[src/rtl/mrd_pkg.sv]
package mrd_pkg;
  typedef enum logic [1:0] {
    ST_IDLE  = 2'd0,
    ST_SETUP = 2'd1,
    ST_LOW   = 2'd2
  } mrd_state_e;
endpackage

[src/rtl/mrd_wait_ctr.sv]
module mrd_wait_ctr #(
  parameter int WAIT_CYC = 1,
  parameter int CW       = 1
) (
  input  logic clk,
  input  logic rst,
  input  logic load,
  input  logic dec,
  output logic zero
);
  logic [CW-1:0] cnt;

  always_ff @(posedge clk) begin
    if (rst) begin
      cnt <= '0;
    end else if (load) begin
      cnt <= CW'(WAIT_CYC);
    end else if (dec && (cnt != '0)) begin
      cnt <= cnt - 1'b1;
    end
  end

  assign zero = (cnt == '0);
endmodule

[src/rtl/mrd_ctrl.sv]
module mrd_ctrl
  import mrd_pkg::*;
(
  input  logic clk,
  input  logic rst,
  input  logic req,
  input  logic wait_zero,
  output logic accept,
  output logic load,
  output logic dec,
  output logic finish,
  output logic busy,
  output logic rd_n,
  output logic rdy
);
  mrd_state_e state, state_nx;

  always_comb begin
    accept   = (state == ST_IDLE) && req;
    load     = (state == ST_SETUP);
    dec      = (state == ST_LOW);
    finish   = (state == ST_LOW) && wait_zero;
    state_nx = state;
    unique case (state)
      ST_IDLE:  if (req) state_nx = ST_SETUP;
      ST_SETUP: state_nx = ST_LOW;
      ST_LOW:   if (wait_zero) state_nx = ST_IDLE;
      default:  state_nx = ST_IDLE;
    endcase
  end

  always_ff @(posedge clk) begin
    if (rst) begin
      state <= ST_IDLE;
      busy  <= 1'b0;
      rd_n  <= 1'b1;
      rdy   <= 1'b0;
    end else begin
      state <= state_nx;
      rdy   <= finish;
      if (accept) busy <= 1'b1;
      else if (finish) busy <= 1'b0;
      if (load) rd_n <= 1'b0;
      else if (finish) rd_n <= 1'b1;
    end
  end
endmodule

[src/rtl/mrd_datapath.sv]
module mrd_datapath #(
  parameter int AW = 20,
  parameter int DW = 16
) (
  input  logic          clk,
  input  logic          rst,
  input  logic          accept,
  input  logic          capture,
  input  logic [AW-1:0] req_addr,
  input  logic [DW-1:0] bus_data,
  output logic [AW-1:0] bus_addr,
  output logic [DW-1:0] rdata
);
  always_ff @(posedge clk) begin
    if (rst) begin
      bus_addr <= '0;
      rdata    <= '0;
    end else begin
      if (accept)  bus_addr <= req_addr;
      if (capture) rdata    <= bus_data;
    end
  end
endmodule

[src/rtl/mrd_seq.sv]
module mrd_seq #(
  parameter int AW       = 20,
  parameter int DW       = 16,
  parameter int WAIT_CYC = 1
) (
  input  logic          clk,
  input  logic          rst,
  input  logic          core_req,
  input  logic [AW-1:0] core_addr,
  output logic          core_busy,
  output logic          core_rdy,
  output logic [DW-1:0] core_rdata,
  output logic [AW-1:0] mem_addr,
  output logic          mem_rd_n,
  input  logic [DW-1:0] mem_data
);
  localparam int CW = (WAIT_CYC < 1) ? 1 : $clog2(WAIT_CYC + 1);

  logic accept, load, dec, finish, wait_zero;

  mrd_ctrl u_ctrl (
    .clk(clk), .rst(rst), .req(core_req), .wait_zero(wait_zero),
    .accept(accept), .load(load), .dec(dec), .finish(finish),
    .busy(core_busy), .rd_n(mem_rd_n), .rdy(core_rdy)
  );

  mrd_wait_ctr #(.WAIT_CYC(WAIT_CYC), .CW(CW)) u_wait (
    .clk(clk), .rst(rst), .load(load), .dec(dec), .zero(wait_zero)
  );

  mrd_datapath #(.AW(AW), .DW(DW)) u_dp (
    .clk(clk), .rst(rst), .accept(accept), .capture(finish),
    .req_addr(core_addr), .bus_data(mem_data),
    .bus_addr(mem_addr), .rdata(core_rdata)
  );
endmodule

[config.mk]
export PLATFORM = sky130hd
export DESIGN_NAME = mrd_seq
export DESIGN_NICKNAME = d
export VERILOG_FILES = /design/src/rtl/mrd_pkg.sv /design/src/rtl/mrd_wait_ctr.sv /design/src/rtl/mrd_ctrl.sv /design/src/rtl/mrd_datapath.sv /design/src/rtl/mrd_seq.sv
export SDC_FILE = /design/constraint.sdc
export NUM_CORES = 1
export LEC_CHECK = 0
export ABC_AREA = 1
export BUFFER_PORTS_ARGS = -buffer_cell sky130_fd_sc_hd__buf_2
export CAP_MARGIN = 20
export CORE_MARGIN = 8
export CORE_UTILIZATION = 40
export CTS_BUF_LIST = sky130_fd_sc_hd__clkbuf_4
export DETAILED_ROUTE_END_ITERATION = 8
export PLACE_DENSITY = 0.7
export SYNTH_ARGS = -nofsm -noshare
export SYNTH_HDL_FRONTEND = slang
export SYNTH_SLANG_ARGS = --single-unit
export TNS_END_PERCENT = 50
[constraint.sdc]
create_clock -name clk -period 1.4 [get_ports clk]
set_input_delay 0.21 -clock clk [delete_from_list [all_inputs] [get_ports clk]]
set_output_delay 0.21 -clock clk [all_outputs]
set_load 0.01 [all_outputs]
# After elaboration in Yosys (flattened, before gate mapping)
# Index checks and enable logic that the tools add are counted.
op_classes:
  n_reduce_logical: 8
  n_shift: 0
  div_mod_pow: 0
  mul: 0
  eq_ne: 4
  addsub: 1
  bitwise_logic: 1
  magnitude_cmp: 0
  mux: 9
ops:
  columns: ["cell", "n"]
  rows:
  - ["$mux W1", 6]
  - ["$pmux W2 S3", 1]
  - ["$reduce_bool A2 Y1", 3]
  - ["$mux W2", 2]
  - ["$ne A2 B2 Y1 const B", 2]
  - ["$logic_and A1 B1 Y1", 3]
  - ["$eq A2 B1 Y1 const B", 1]
  - ["$eq A2 B2 Y1 const B", 1]
  - ["$logic_not A2 Y1", 1]
  - ["$reduce_and A2 Y1", 1]
  - ["$not A1 Y1", 1]
  - ["$sub A1 B1 Y1 const B", 1]
totals:
  memories: 0
  input_bits: 39
  mem_bits_ro: 0
  latch_bits: 0
  ff_bits: 42
  word_cells: 30
  ramBits: 0

# Depth between registers and ports, before layout
# Gate-level depths: netlist of run 1.
logic_depth:
  word_depth: 4
  depth_mapped: 5
  mapped_depth_nobuf: 5

# Hierarchy
# A second synthesis of run 1 with hierarchy kept.
unflattened:
  hier_cells: 259
  hier_area_um2: 1739.2
by_module_without_submodules:
  columns: ["module", "area_per_inst_um2", "cells_per_inst", "instances"]
  rows:
  - ["mrd_datapath", 1503.9, 227, 1]
  - ["mrd_ctrl", 191.4, 26, 1]
  - ["mrd_wait_ctr", 43.8, 6, 1]

# Least setup slack after synthesis of run 1
# OpenSTA, ideal clock, no wires.
synth_path:
  path_type: "register -> register"
  from: "register u_wait.cnt"
  to: "register u_dp.rdata[6]"
  t_arrival_ns: 0.855
  slack_ns: 0.431
  path_buffers: 1
  synth_period_minus_slack_ns: 0.969
  stages_incl_launch_ff: 6
  cell_sequence: "dfxtp_1 > inv_2 > nand3_2 > buf_4 > nand3_1 > nand2_1"
synth_between:
  elab_chain_cells: 2
synth_rtl:
  columns: ["element", "line", "rtl"]
  rows:
  - ["from (decl)", "mrd_wait_ctr.sv:11", "logic [CW-1:0] cnt;"]
  - ["from (signal assigned)", "mrd_wait_ctr.sv:17", "cnt <= CW'(WAIT_CYC);"]
  - ["from (signal assigned)", "mrd_wait_ctr.sv:19", "cnt <= cnt - 1'b1;"]
  - ["$not A1 Y1", "mrd_wait_ctr.sv:23", "assign zero = (cnt == '0);"]
  - ["$logic_and A1 B1 Y1", "mrd_ctrl.sv:22", "finish = (state == ST_LOW) && wait_zero;"]
  - ["to (signal assigned)", "mrd_datapath.sv:20", "if (capture) rdata <= bus_data;"]
  - ["to (decl)", "mrd_datapath.sv:12", "output logic [DW-1:0] rdata"]
# Every way passes these cells.
# A chain may end at the register's enable or synchronous reset.

# Worst setup path after layout of run 1
layout_path:
  from: "register u_ctrl.state[1]"
  to: "register u_ctrl.state[1]"
layout_between:
  elab_chain_cells: 3
  word_cells_on_any_way: 7
  classes_between: "eq/ne (4); mux (1); reduce/logical (2)"
layout_rtl:
  columns: ["element", "line", "rtl"]
  rows:
  - ["from (decl)", "mrd_ctrl.sv:16", "mrd_state_e state, state_nx;"]
  - ["from (signal assigned)", "mrd_ctrl.sv:39", "state <= state_nx;"]
  - ["$eq A2 B2 Y1 or $logic_not A2 Y1 (tied branches)", "mrd_ctrl.sv:24", "unique case (state)"]
  - ["$ne A2 B2 Y1 (no source line)", null, null]
  - ["$reduce_and A2 Y1 (no source line)", null, null]
# Several ways; a longest one is shown, not always the timed one.

==> results of run 1 <==
## per-stage QoR
stage / util, % / std cells / area [µm²]
3_3_place_gp: 52.8 / 342 / 2130
2_1_floorplan: - / 228 / 1690
5_1_grt: 54.8 / 350 / 2210
6_report: 54.8 / 350 / 2210
4_1_cts: 54.8 / 350 / 2210
3_5_place_dp: 52.8 / 342 / 2130
## registers in the layout, summed over array words and instances (netlist names)
register and count:
u_ctrl.busy 1, u_ctrl.state 2, u_ctrl.rd_n 1, u_dp.rdata 16, u_dp.bus_addr 20, u_ctrl.rdy 1
u_wait.cnt 1
## power by group through the flow
stage	registers (mW)	logic, mW	clock network, mW
2_1_floorplan	1.37	0.209	0
3_3_place_gp	1.33	0.416	0
3_5_place_dp	1.34	0.421	0
4_1_cts	1.31	0.421	0.806
5_1_grt	1.32	0.468	0.857
6_report	1.31	0.412	0.779
## logic make-up after synthesis
group,after synthesis
buffers and inverters,43
and+or+nand+nor,122
AOI/OAI and AO/OA,21
DFF,42
## placed cells by master, fill, tap and decap left out
master	instances
bufinv_16	1
nor2_2	1
buf_2	77
nand2_1	42
nor2_4	1
buf_4	2
nand4_1	16
nand3_1	39
nand3_2	1
dfxtp_1	42
nor2_1	22
clkinvlp_4	1
inv_1	22
clkbuf_4	6
inv_2	3
a21oi_1	21
buf_12	3
## worst paths after layout
| check | from | to | cells after the start |
|---|---|---|---|
| max | u_ctrl.state[1]$_SDFFE_PP0P_ | u_ctrl.state[1]$_SDFFE_PP0P_ | 4 |
| min | rst | u_ctrl.rdy$_SDFF_PP0_ | 2 |
| max reg2reg | u_ctrl.state[1]$_SDFFE_PP0P_ | u_ctrl.state[1]$_SDFFE_PP0P_ | 4 |
| min reg2reg | u_dp.rdata[4]$_SDFFE_PP0P_ | u_dp.rdata[4]$_SDFFE_PP0P_ | 2 |
## layer usage
metal | wire length (µm) | share of wire [%] | up-vias | global-route usage [%]
li1 | - | - | 878 | -
met1 | 1810 | 42 | 729 | 14.2
met2 | 1900 | 45 | 56 | 23.9
met3 | 493 | 12 | 7 | 6.18
met4 | 57 | 1.3 | 0 | 5.36
met5 | 0 | 0 | - | 0
## critical path, cell delays in order, from the launching register on
cell and delay [ns]:
dfxtp_1 0.42, inv_2 0.07, nor2_4 0.33, nand2_1 0.09, a21oi_1 0.15
## cell type report
type / count / area (µm²) / share of cell area (%)
tap: 50 / 62.6 / 2.83
multi-input combinational: 143 / 668 / 30.3
clock inverter: 2 / 37.5 / 1.70
timing repair buffer: 82 / 460 / 20.8
sequential: 42 / 841 / 38.1
inverter: 25 / 93.8 / 4.25
clock buffer: 6 / 45.0 / 2.04
==> summary.txt, run 1 <==
Timing
  • Final cycle utilization of the critical path: between 70 and 80%
  • Hold Violations, Final: 0
  • Pins Over Slew Limit: 0
  • Worst Hold Slack: about 0.039 ns
  • Slew headroom: between 70% and 80%
  • Final min period: 1.12 ns
  • Worst-Margin Slew: between 0.4 and 0.5 ns
  • Setup TNS: 0 ns
  • Setup WS post-layout: around 0.28 ns
  • Peak Freq: 893 MHz
  • Unrepaired setup endpoints after global routing: no
  • Layout Skew: slightly below 0.02 ns
  • Final setup vio count: 0

Routing
  • TritonRoute pass-1 iters: 3
  • Vias per inst: roughly 4.8
  • Wirelength per Cell: 12.2 µm
  • Routed WL: about 4300 µm
  • Via count: ~1,700
  • DRT iter0 DRCs: 63
  • # DRC: 0
  • DRT antenna net count: 0

Power and ir drop
  • Sw Ratio: a little over a quarter
  • VDD IR-drop max: between 0.5 and 0.6 mV
  • Sequential power share: between 50 and 60%
  • Leakage Power: 1.23 nW
  • P per Cell Area: ~1100 nW/µm²
  • Power share of the combinational group: between 15 and 20%
  • Design Power: between 2 and 3 mW
  • P_sw: around 0.66 mW
  • Clock power frac: between 30 and 40%
  • Int Power: 1.84 mW

Synth
  • Synth Area in XOR/XNOR: 0%
  • Mapped Nets: 267
  • Synth warnings: 0
  • Mux cell area share after synthesis: 0%
  • Top area cells in the synthesized netlist: dfxtp_1 50%, nand3_1 12%, nand2_1 9.3%
  • Number of synthesized flops with an enable pin: 0
  • Avg Inst Size Synth: ~7.4 µm²
  • Async SR Flop Fraction: 0%
  • Top FF cell, synth: dfxtp_1
  • Yosys reg bits: 42
  • Commonest cells in the netlist: 42 x dfxtp_1, 42 x nand2_1, 39 x nand3_1, 22 x inv_1, 22 x nor2_1
  • Synth unique cells: 15
  • Post-Synth Simple-Gate Area: about a third
  • Main combinational cell family by area after synthesis: simple AND/OR/NAND/NOR gates
  • Sequential area share after synthesis: 49.7%
  • Synth top area share: 49.7%
  • Leading area contributor after synthesis: dfxtp_1
  • Synthesized area: 1690 µm²
  • Syn Inst Count: between 200 and 250
  • Compound-Gate Fraction of Synth Area: around 6.2%
  • Adder-cell share of the synthesized area: 0%

Status
  • Outcome: complete, no violations

Clocking
  • CTS tree: built
  • CTS max path bufs: 2
  • Clock Pin Slew Worst Setup and Hold Paths: around 0.13 ns
  • H-tree Lvls: 2
  • Post-CTS Setup Inserts: 0
  • Hold-fix buffers, CTS: 0
  • Post-CTS Resized: 0
  • Number of CTS-inserted buffers: 5
  • Clock Sinks: 42
  • Worst-skew pair later-pin latency: 0.35 ns
  • Root Buffer: clkbuf_4

Critical path
  • Crit path launch type: flip-flop
  • R2R Setup Slk: approximately 0.28 ns
  • Critical path type: flip-flop to flip-flop
  • Maximum fanout along the worst path: 18
  • CP arrival: ~1.4 ns
  • Critical Path Sink Type: flip-flop
  • Critical Path RT: 1.69 ns

Place
  • Detail Placement HPWL: just over 3000 µm
  • Buffers on Ports: 77
  • Pre-CTS WS: roughly 0.28 ns
  • Routability cong.: roughly 0.75

Die
  • DIE AREA: about 6600 µm²
  • Die X: about 80 µm
  • Die height: a little over 80 µm
  • Starting Density: between 40% and 50%
  • I/O pin count: 78
  • Core area: 4030 µm²
  • Rows: 23

GRT
  • Vias in the first global route: around 1,700
  • Initial antenna violation count: 0
  • Overflow after GRT: 0
  • Global-route wire length before repair: 7230 µm
  • Largest net degree at the start of global routing: 42
  • GRT Overall Usage: a little over an eighth

Worst hold path
  • Worst min-delay path class: input port to flip-flop

Finish
  • N_diodes: 0
  • Layout cell share with drive strength beyond 1: about a third
  • Area Growth Syn to Fin: 30.5%
  • Nets: roughly 340
  • Fill count: about 420

Job
  • Max-cap violation count: 0
Power figures use the tool's default switching activity.
==> run 2, diff against run 1 <==
--- a/config.mk
+++ b/config.mk
@@ -12,7 +12,7 @@
 export CORE_UTILIZATION = 40
 export CTS_BUF_LIST = sky130_fd_sc_hd__clkbuf_4
 export DETAILED_ROUTE_END_ITERATION = 8
-export PLACE_DENSITY = 0.7
+export PLACE_DENSITY = 0.73
 export SYNTH_ARGS = -nofsm -noshare
 export SYNTH_HDL_FRONTEND = slang
 export SYNTH_SLANG_ARGS = --single-unit
==> constraint.sdc (replaced) <==
create_clock -name clk -period 0.95 [get_ports clk]
set_input_delay 0.1425 -clock clk [delete_from_list [all_inputs] [get_ports clk]]
set_output_delay 0.1425 -clock clk [all_outputs]
set_load 0.01 [all_outputs]
==> summary.txt, run 2 (synthesis results as in run 1) <==
Status
  • Outcome: complete, but fails checks
  • Failing checks: setup timing

Routing
  • Routed WL: slightly below 5000 µm
  • Wirelength per Cell: between 10 and 15 µm
  • DRT iter0 DRCs: ~80
  • # DRC: 0
  • DRT antenna net count: 0
  • Via count: around 1,800
  • Vias per inst: between 4 and 5
  • TritonRoute pass-1 iters: 4

Die
  • DIE AREA: approximately 6600 µm²
  • Starting Density: a little over two fifths
  • Rows: 23
  • Die height: 81.0 µm
  • Core area: a little over 4000 µm²
  • I/O pin count: ~80
  • Die X: between 80 and 90 µm

Finish
  • Area occupied by multi-input gates: between 700 and 800 µm²
  • Top reg by flops: u_dp.bus_addr
  • Nets: between 300 and 400
  • Area Growth Syn to Fin: 59.8%
  • Sequential standard cell area: 896 µm²
  • N_diodes: 0
  • Layout cell share with drive strength beyond 1: around half
  • Leading registers by flop count: u_dp.bus_addr x20, u_dp.rdata x16, u_ctrl.state x2
  • Number of flip-flops in the largest register: 20
  • Fill count: 348
  • Commonest non-fill, non-tap cells in the layout: 43 x buf_6, 42 x nand2_1, 39 x buf_2
  • Most common cell after layout, fill and taps aside: buf_6
  • Final Instance Area: approximately 2700 µm²

Critical path
  • Critical Path RT: ~1.2 ns
  • Critical path type: flip-flop to flip-flop
  • Register-to-Register Path Depth: 5
  • R2R Setup Slk: -0.11 ns
  • Crit path launch type: flip-flop
  • Maximum fanout along the worst path: 5
  • Worst r2r dst: u_dp.bus_addr[16]$_SDFFE_PP0P_
  • Critical Path Sink Type: flip-flop
  • Critical R2R Launch: u_ctrl.state[1]$_SDFFE_PP0P_
  • CP arrival: ~1.3 ns

Timing
  • Final min period: 1.06 ns
  • Layout Skew: between 0.008 and 0.009 ns
  • Unrepaired setup endpoints after global routing: yes
  • Final cycle utilization of the critical path: 112%
  • Final setup vio count: 40
  • Worst Hold Slack: roughly 0.027 ns
  • Worst-Margin Slew: roughly 0.23 ns
  • Setup WS post-layout: -0.115 ns
  • Peak Freq: 939 MHz
  • Hold Violations, Final: 0
  • Pins Over Slew Limit: 0
  • Slew headroom: about 85%

GRT
  • GRT Overall Usage: between 10% and 20%
  • Vias in the first global route: about 1,700
  • Overflow after GRT: 0
  • Largest net degree at the start of global routing: 42
  • Global-route wire length before repair: ~7800 µm
  • Initial antenna violation count: 0

Clocking
  • Clock Sinks: 42
  • H-tree Lvls: 2
  • CTS tree: built
  • Worst-skew pair later-pin latency: ~0.34 ns
  • Clock Pin Slew Worst Setup and Hold Paths: around 0.12 ns
  • Number of CTS-inserted buffers: 5
  • Root Buffer: clkbuf_4
  • CTS max path bufs: 2

Worst hold path
  • WHS Path Cells: 3
  • Worst min-delay path class: input port to flip-flop
  • Hold endpoint: u_dp.rdata[15]$_SDFFE_PP0P_
  • HP Start: mem_data[15]

Power and ir drop
  • Leakage Power: approximately 1.4 nW
  • VDD IR-drop max: roughly 1 mV
  • Design Power: ~3.7 mW
  • P per Cell Area: 1390 nW/µm²

Place
  • Buffers on Ports: 77
  • Detail Placement HPWL: a little over 3000 µm
  • Routability cong.: 0.736
  • Placed Area: approximately 2200 µm²

Job
  • Max-cap violation count: 0
-- run 2: cell types whose count changed in the layout (fill, tap and decap cells not counted), moves of 8 or more --
cell     delta
dfxtp_1    -40
dfxtp_2    +38
buf_6      +43
buf_2      -38
a21oi_1     -8
a21oi_2     +8
-- run 2: how the worst max path moves through the flow --
stage                                      start                        endpoint  slack (ns)  depth (start not counted)
finish              u_ctrl.state[1]$_SDFFE_PP0P_  u_dp.bus_addr[16]$_SDFFE_PP0P_       -0.11                          5
global route        u_ctrl.state[1]$_SDFFE_PP0P_  u_dp.bus_addr[16]$_SDFFE_PP0P_       -0.20                          5
CTS                 u_ctrl.state[0]$_SDFFE_PP0P_   u_dp.bus_addr[5]$_SDFFE_PP0P_       -0.07                          5
detailed placement  u_ctrl.state[1]$_SDFFE_PP0P_  u_dp.bus_addr[15]$_SDFFE_PP0P_       -0.06                          5
global placement    u_ctrl.state[1]$_SDFFE_PP0P_  u_dp.bus_addr[19]$_SDFFE_PP0P_       -0.03                          5
floorplan           u_ctrl.state[0]$_SDFFE_PP0P_  u_dp.bus_addr[19]$_SDFFE_PP0P_      -0.003                          5
-- run 2: layout make-up --
type	instances	share of cell area (%)
clock buffer	6	1.67
clock inverter	2	0.509
inverter	25	3.47
multi-input combinational	143	26.5
sequential	42	33.1
tap	50	2.31
timing repair buffer	94	32.4
-- run 2: routing by layer --
| layer | global-route usage, % | up-vias | share of wire, % |
|---|---|---|---|
| met4 | 5.54 | 0 | 2.0 |
| met2 | 24.9 | 53 | 50 |
| met5 | 0 | - | 0 |
| met1 | 16.7 | 820 | 42 |
| met3 | 4.53 | 6 | 6.5 |
| li1 | - | 912 | - |
-- run 2: stage by stage --
step | setup WS (ns) | TNS [ns] | utilization (%) | cells
floorplan | -0.00333 | -0.0331 | - | 228
global placement | -0.0320 | -0.510 | 54.2 | 345
detailed placement | -0.0614 | -1.01 | 54.2 | 345
CTS | -0.0650 | -2.17 | 64.6 | 360
global route | -0.199 | -5.79 | 67.1 | 362
finish | -0.115 | -1.79 | 67.1 | 362
-- run 2: worst max-delay path, stage by stage, from the launching register on --
cell and delay, ns:
dfxtp_4 0.38, nor2_4 0.15, buf_6 0.16, clkbuf_16 0.15
a21oi_2 0.05, nor2_1 0.11
-- run 2: power breakdown --
part / internal (mW) / leakage, nW / switching [mW]
Sequential: 1.89 / 0.360 / 0.0868
Combinational: 0.482 / 0.980 / 0.407
Clock: 0.320 / 0.0356 / 0.559
-- run 2: timing repair --
action	CTS	global route
buffers inserted	4	1
hold buffers	1	0
pin swaps	1	28
cloned	2	3
gates resized for setup	74	22
hold endpoints to repair	2	0
endpoints found under the setup margin	75	78
==> run 3, diff against run 2 <==
--- a/config.mk
+++ b/config.mk
@@ -13,6 +13,7 @@
 export CTS_BUF_LIST = sky130_fd_sc_hd__clkbuf_4
 export DETAILED_ROUTE_END_ITERATION = 8
 export PLACE_DENSITY = 0.73
+export SETUP_SLACK_MARGIN = 0.1
 export SYNTH_ARGS = -nofsm -noshare
 export SYNTH_HDL_FRONTEND = slang
 export SYNTH_SLANG_ARGS = --single-unit
==> summary.txt, run 3 (synthesis results as in run 1) <==
Finish
  • Leading registers by flop count: u_dp.bus_addr x20, u_dp.rdata x16, u_ctrl.state x2
  • Layout cell share with drive strength beyond 1: a little under half
  • Non-Filler Instances: roughly 360
  • Number of flip-flops in the largest register: 20
  • N_diodes: 0
  • Most common cell after layout, fill and taps aside: nand2_1
  • Nets: around 350
  • Commonest non-fill, non-tap cells in the layout: 42 x nand2_1, 40 x buf_6, 39 x buf_2, 39 x dfxtp_2, 38 x nand3_1
  • Final Instance Area: approximately 2700 µm²
  • Fill count: ~360
  • Top reg by flops: u_dp.bus_addr
  • Area Growth Syn to Fin: 58.2%

Clocking
  • CTS max path bufs: 2
  • Root Buffer: clkbuf_4
  • Number of CTS-inserted buffers: 5
  • Worst-skew pair later-pin latency: 0.35 ns
  • Clock Sinks: 42
  • H-tree Lvls: 2
  • Clock Pin Slew Worst Setup and Hold Paths: 0.12 ns
  • CTS tree: built

Routing
  • Met1 wire length: around 1900 µm
  • Wirelength per Cell: around 13 µm
  • TritonRoute pass-1 iters: 4
  • Metal2 WL: about 2400 µm
  • Via count: around 1,800
  • DRT antenna net count: 0
  • Routed WL: around 4900 µm
  • Uppermost routed layer: met4
  • Vias per inst: between 4 and 5
  • Met3 wire len: roughly 440 µm
  • DRT iter0 DRCs: 70
  • # DRC: 0

Critical path
  • Critical Path Sink Type: flip-flop
  • CP arrival: between 1 and 1.5 ns
  • Critical path type: flip-flop to flip-flop
  • Worst r2r dst: u_dp.bus_addr[17]$_SDFFE_PP0P_
  • Slowest-stage cell, CP: dfxtp_4
  • CP bufs+invs: 1
  • Critical Path RT: around 1.2 ns
  • R2R Setup Slk: -0.08 ns
  • Crit-path cells: nor2_4, clkbuf_16, nand3_1, nand2_1, nor2_1
  • Maximum fanout along the worst path: 20
  • Crit path launch type: flip-flop
  • Delay-heaviest family, CP: flip-flops
  • Register-to-Register Path Depth: 5
  • Worst path max stage delay: a little under 0.4 ns
  • Worst Setup SP: u_ctrl.state[1]$_SDFFE_PP0P_
  • Critical R2R Launch: u_ctrl.state[1]$_SDFFE_PP0P_

Timing
  • Final min period: a little over 1 ns
  • Final setup vio count: 35
  • Setup WS post-layout: -0.0816 ns
  • Worst-Margin Slew: ~0.24 ns
  • Final cycle utilization of the critical path: 109%
  • Pins Over Slew Limit: 0
  • Worst Hold Slack: 0.0271 ns
  • Unrepaired setup endpoints after global routing: yes
  • Peak Freq: around 970 MHz
  • Slew headroom: between 80% and 90%
  • Hold Violations, Final: 0
  • Layout Skew: between 0.01 and 0.015 ns

Power and ir drop
  • Leakage Power: between 1 and 1.5 nW
  • VDD IR-drop max: 0.822 mV
  • P per Cell Area: 1550 nW/µm²

Worst hold path
  • Hold endpoint: u_dp.rdata[14]$_SDFFE_PP0P_
  • Worst min-delay path class: input port to flip-flop
  • WHS Path Cells: 3
  • HP Start: mem_data[14]

Place
  • # placed instances: 346
  • Placed Area: between 2000 and 2500 µm²
  • Pre-CTS WS: -0.0452 ns
  • Detail Placement HPWL: about 3200 µm
  • Buffers on Ports: 77
  • Routability cong.: 0.726

GRT
  • Vias in the first global route: between 1,500 and 2,000
  • Initial antenna violation count: 0
  • GRT Overall Usage: roughly 14%
  • Global-route wire length before repair: approximately 7300 µm
  • Overflow after GRT: 0
  • Largest net degree at the start of global routing: 42

Status
  • Outcome: complete, but fails checks
  • Failing checks: setup timing

Die
  • Starting Density: 42.0%
  • Die X: around 81 µm
  • Die height: a little over 80 µm
  • DIE AREA: between 6000 and 7000 µm²
  • Rows: 23
  • I/O pin count: 78
  • Core area: between 4000 and 5000 µm²

Job
  • Max-cap violation count: 0
[run 3: cell count changes in the layout (fill, tap and decap cells not counted), moves of 2 or more]
cell / change
inv_2: -3
dlygate4sd3_1: +3
buf_4: +4
a21oi_2: -8
a21oi_1: +8
buf_6: -3
inv_4: +2
bufinv_16: +2
[run 3: report_power, final]
| group | switching, mW | internal (mW) |
|---|---|---|
| Sequential | 0.0858 | 1.89 |
| Combinational | 0.374 | 0.427 |
| Clock | 0.569 | 0.811 |
| Total | 1.03 | 3.13 |
[run 3: worst reg2reg max path, delay by kind of cell (launching register included)]
kind          cells  cell delay [ns]
buf+inv           1             0.20
flops             1             0.39
simple gates      4             0.35
[run 3: area by class of cell]
class | count | area (µm²) | area share, %
multi-input combinational | 143 | 686 | 25.6
timing repair buffer | 95 | 831 | 31.0
tap | 50 | 62.6 | 2.34
clock inverter | 3 | 63.8 | 2.38
sequential | 42 | 897 | 33.5
clock buffer | 5 | 37.5 | 1.40
inverter | 25 | 98.8 | 3.69
[run 3: metal layers]
layer	GRT usage (%)	up-vias
li1	-	907
met1	14.0	795
met2	25.1	54
met3	6.40	6
met4	5.54	0
met5	0	-
[run 3: how the worst max path moves through the flow]
| stage | end | depth (start not counted) |
|---|---|---|
| after floorplan | u_dp.rdata[6]$_SDFFE_PP0P_ | 5 |
| final | u_dp.bus_addr[17]$_SDFFE_PP0P_ | 5 |
| after global routing | u_dp.bus_addr[4]$_SDFFE_PP0P_ | 5 |
| after CTS | u_dp.bus_addr[18]$_SDFFE_PP0P_ | 5 |
| after detailed placement | u_dp.bus_addr[18]$_SDFFE_PP0P_ | 5 |
| after global placement | u_dp.bus_addr[17]$_SDFFE_PP0P_ | 5 |
[run 3: what timing repair did]
item                                   in CTS  in global routing
hold buffers                                1                  3
setup endpoints to repair                  80                 80
resized for setup                          76                  4
buffers inserted                            1                  2
pin swaps                                   1                  0
endpoints found under the hold margin       2                  3
gates cloned                                0                  2
[run 3: per-stage QoR]
| stage | utilization [%] | TNS [ns] | power [mW] |
|---|---|---|---|
| floorplan | - | 0 | 2.35 |
| global placement | 54.2 | -0.274 | 2.60 |
| detailed placement | 54.2 | -0.610 | 2.61 |
| CTS | 64.2 | -1.70 | 4.16 |
| global route | 66.4 | -5.18 | 4.37 |
| finish | 66.4 | -1.17 | 4.16 |
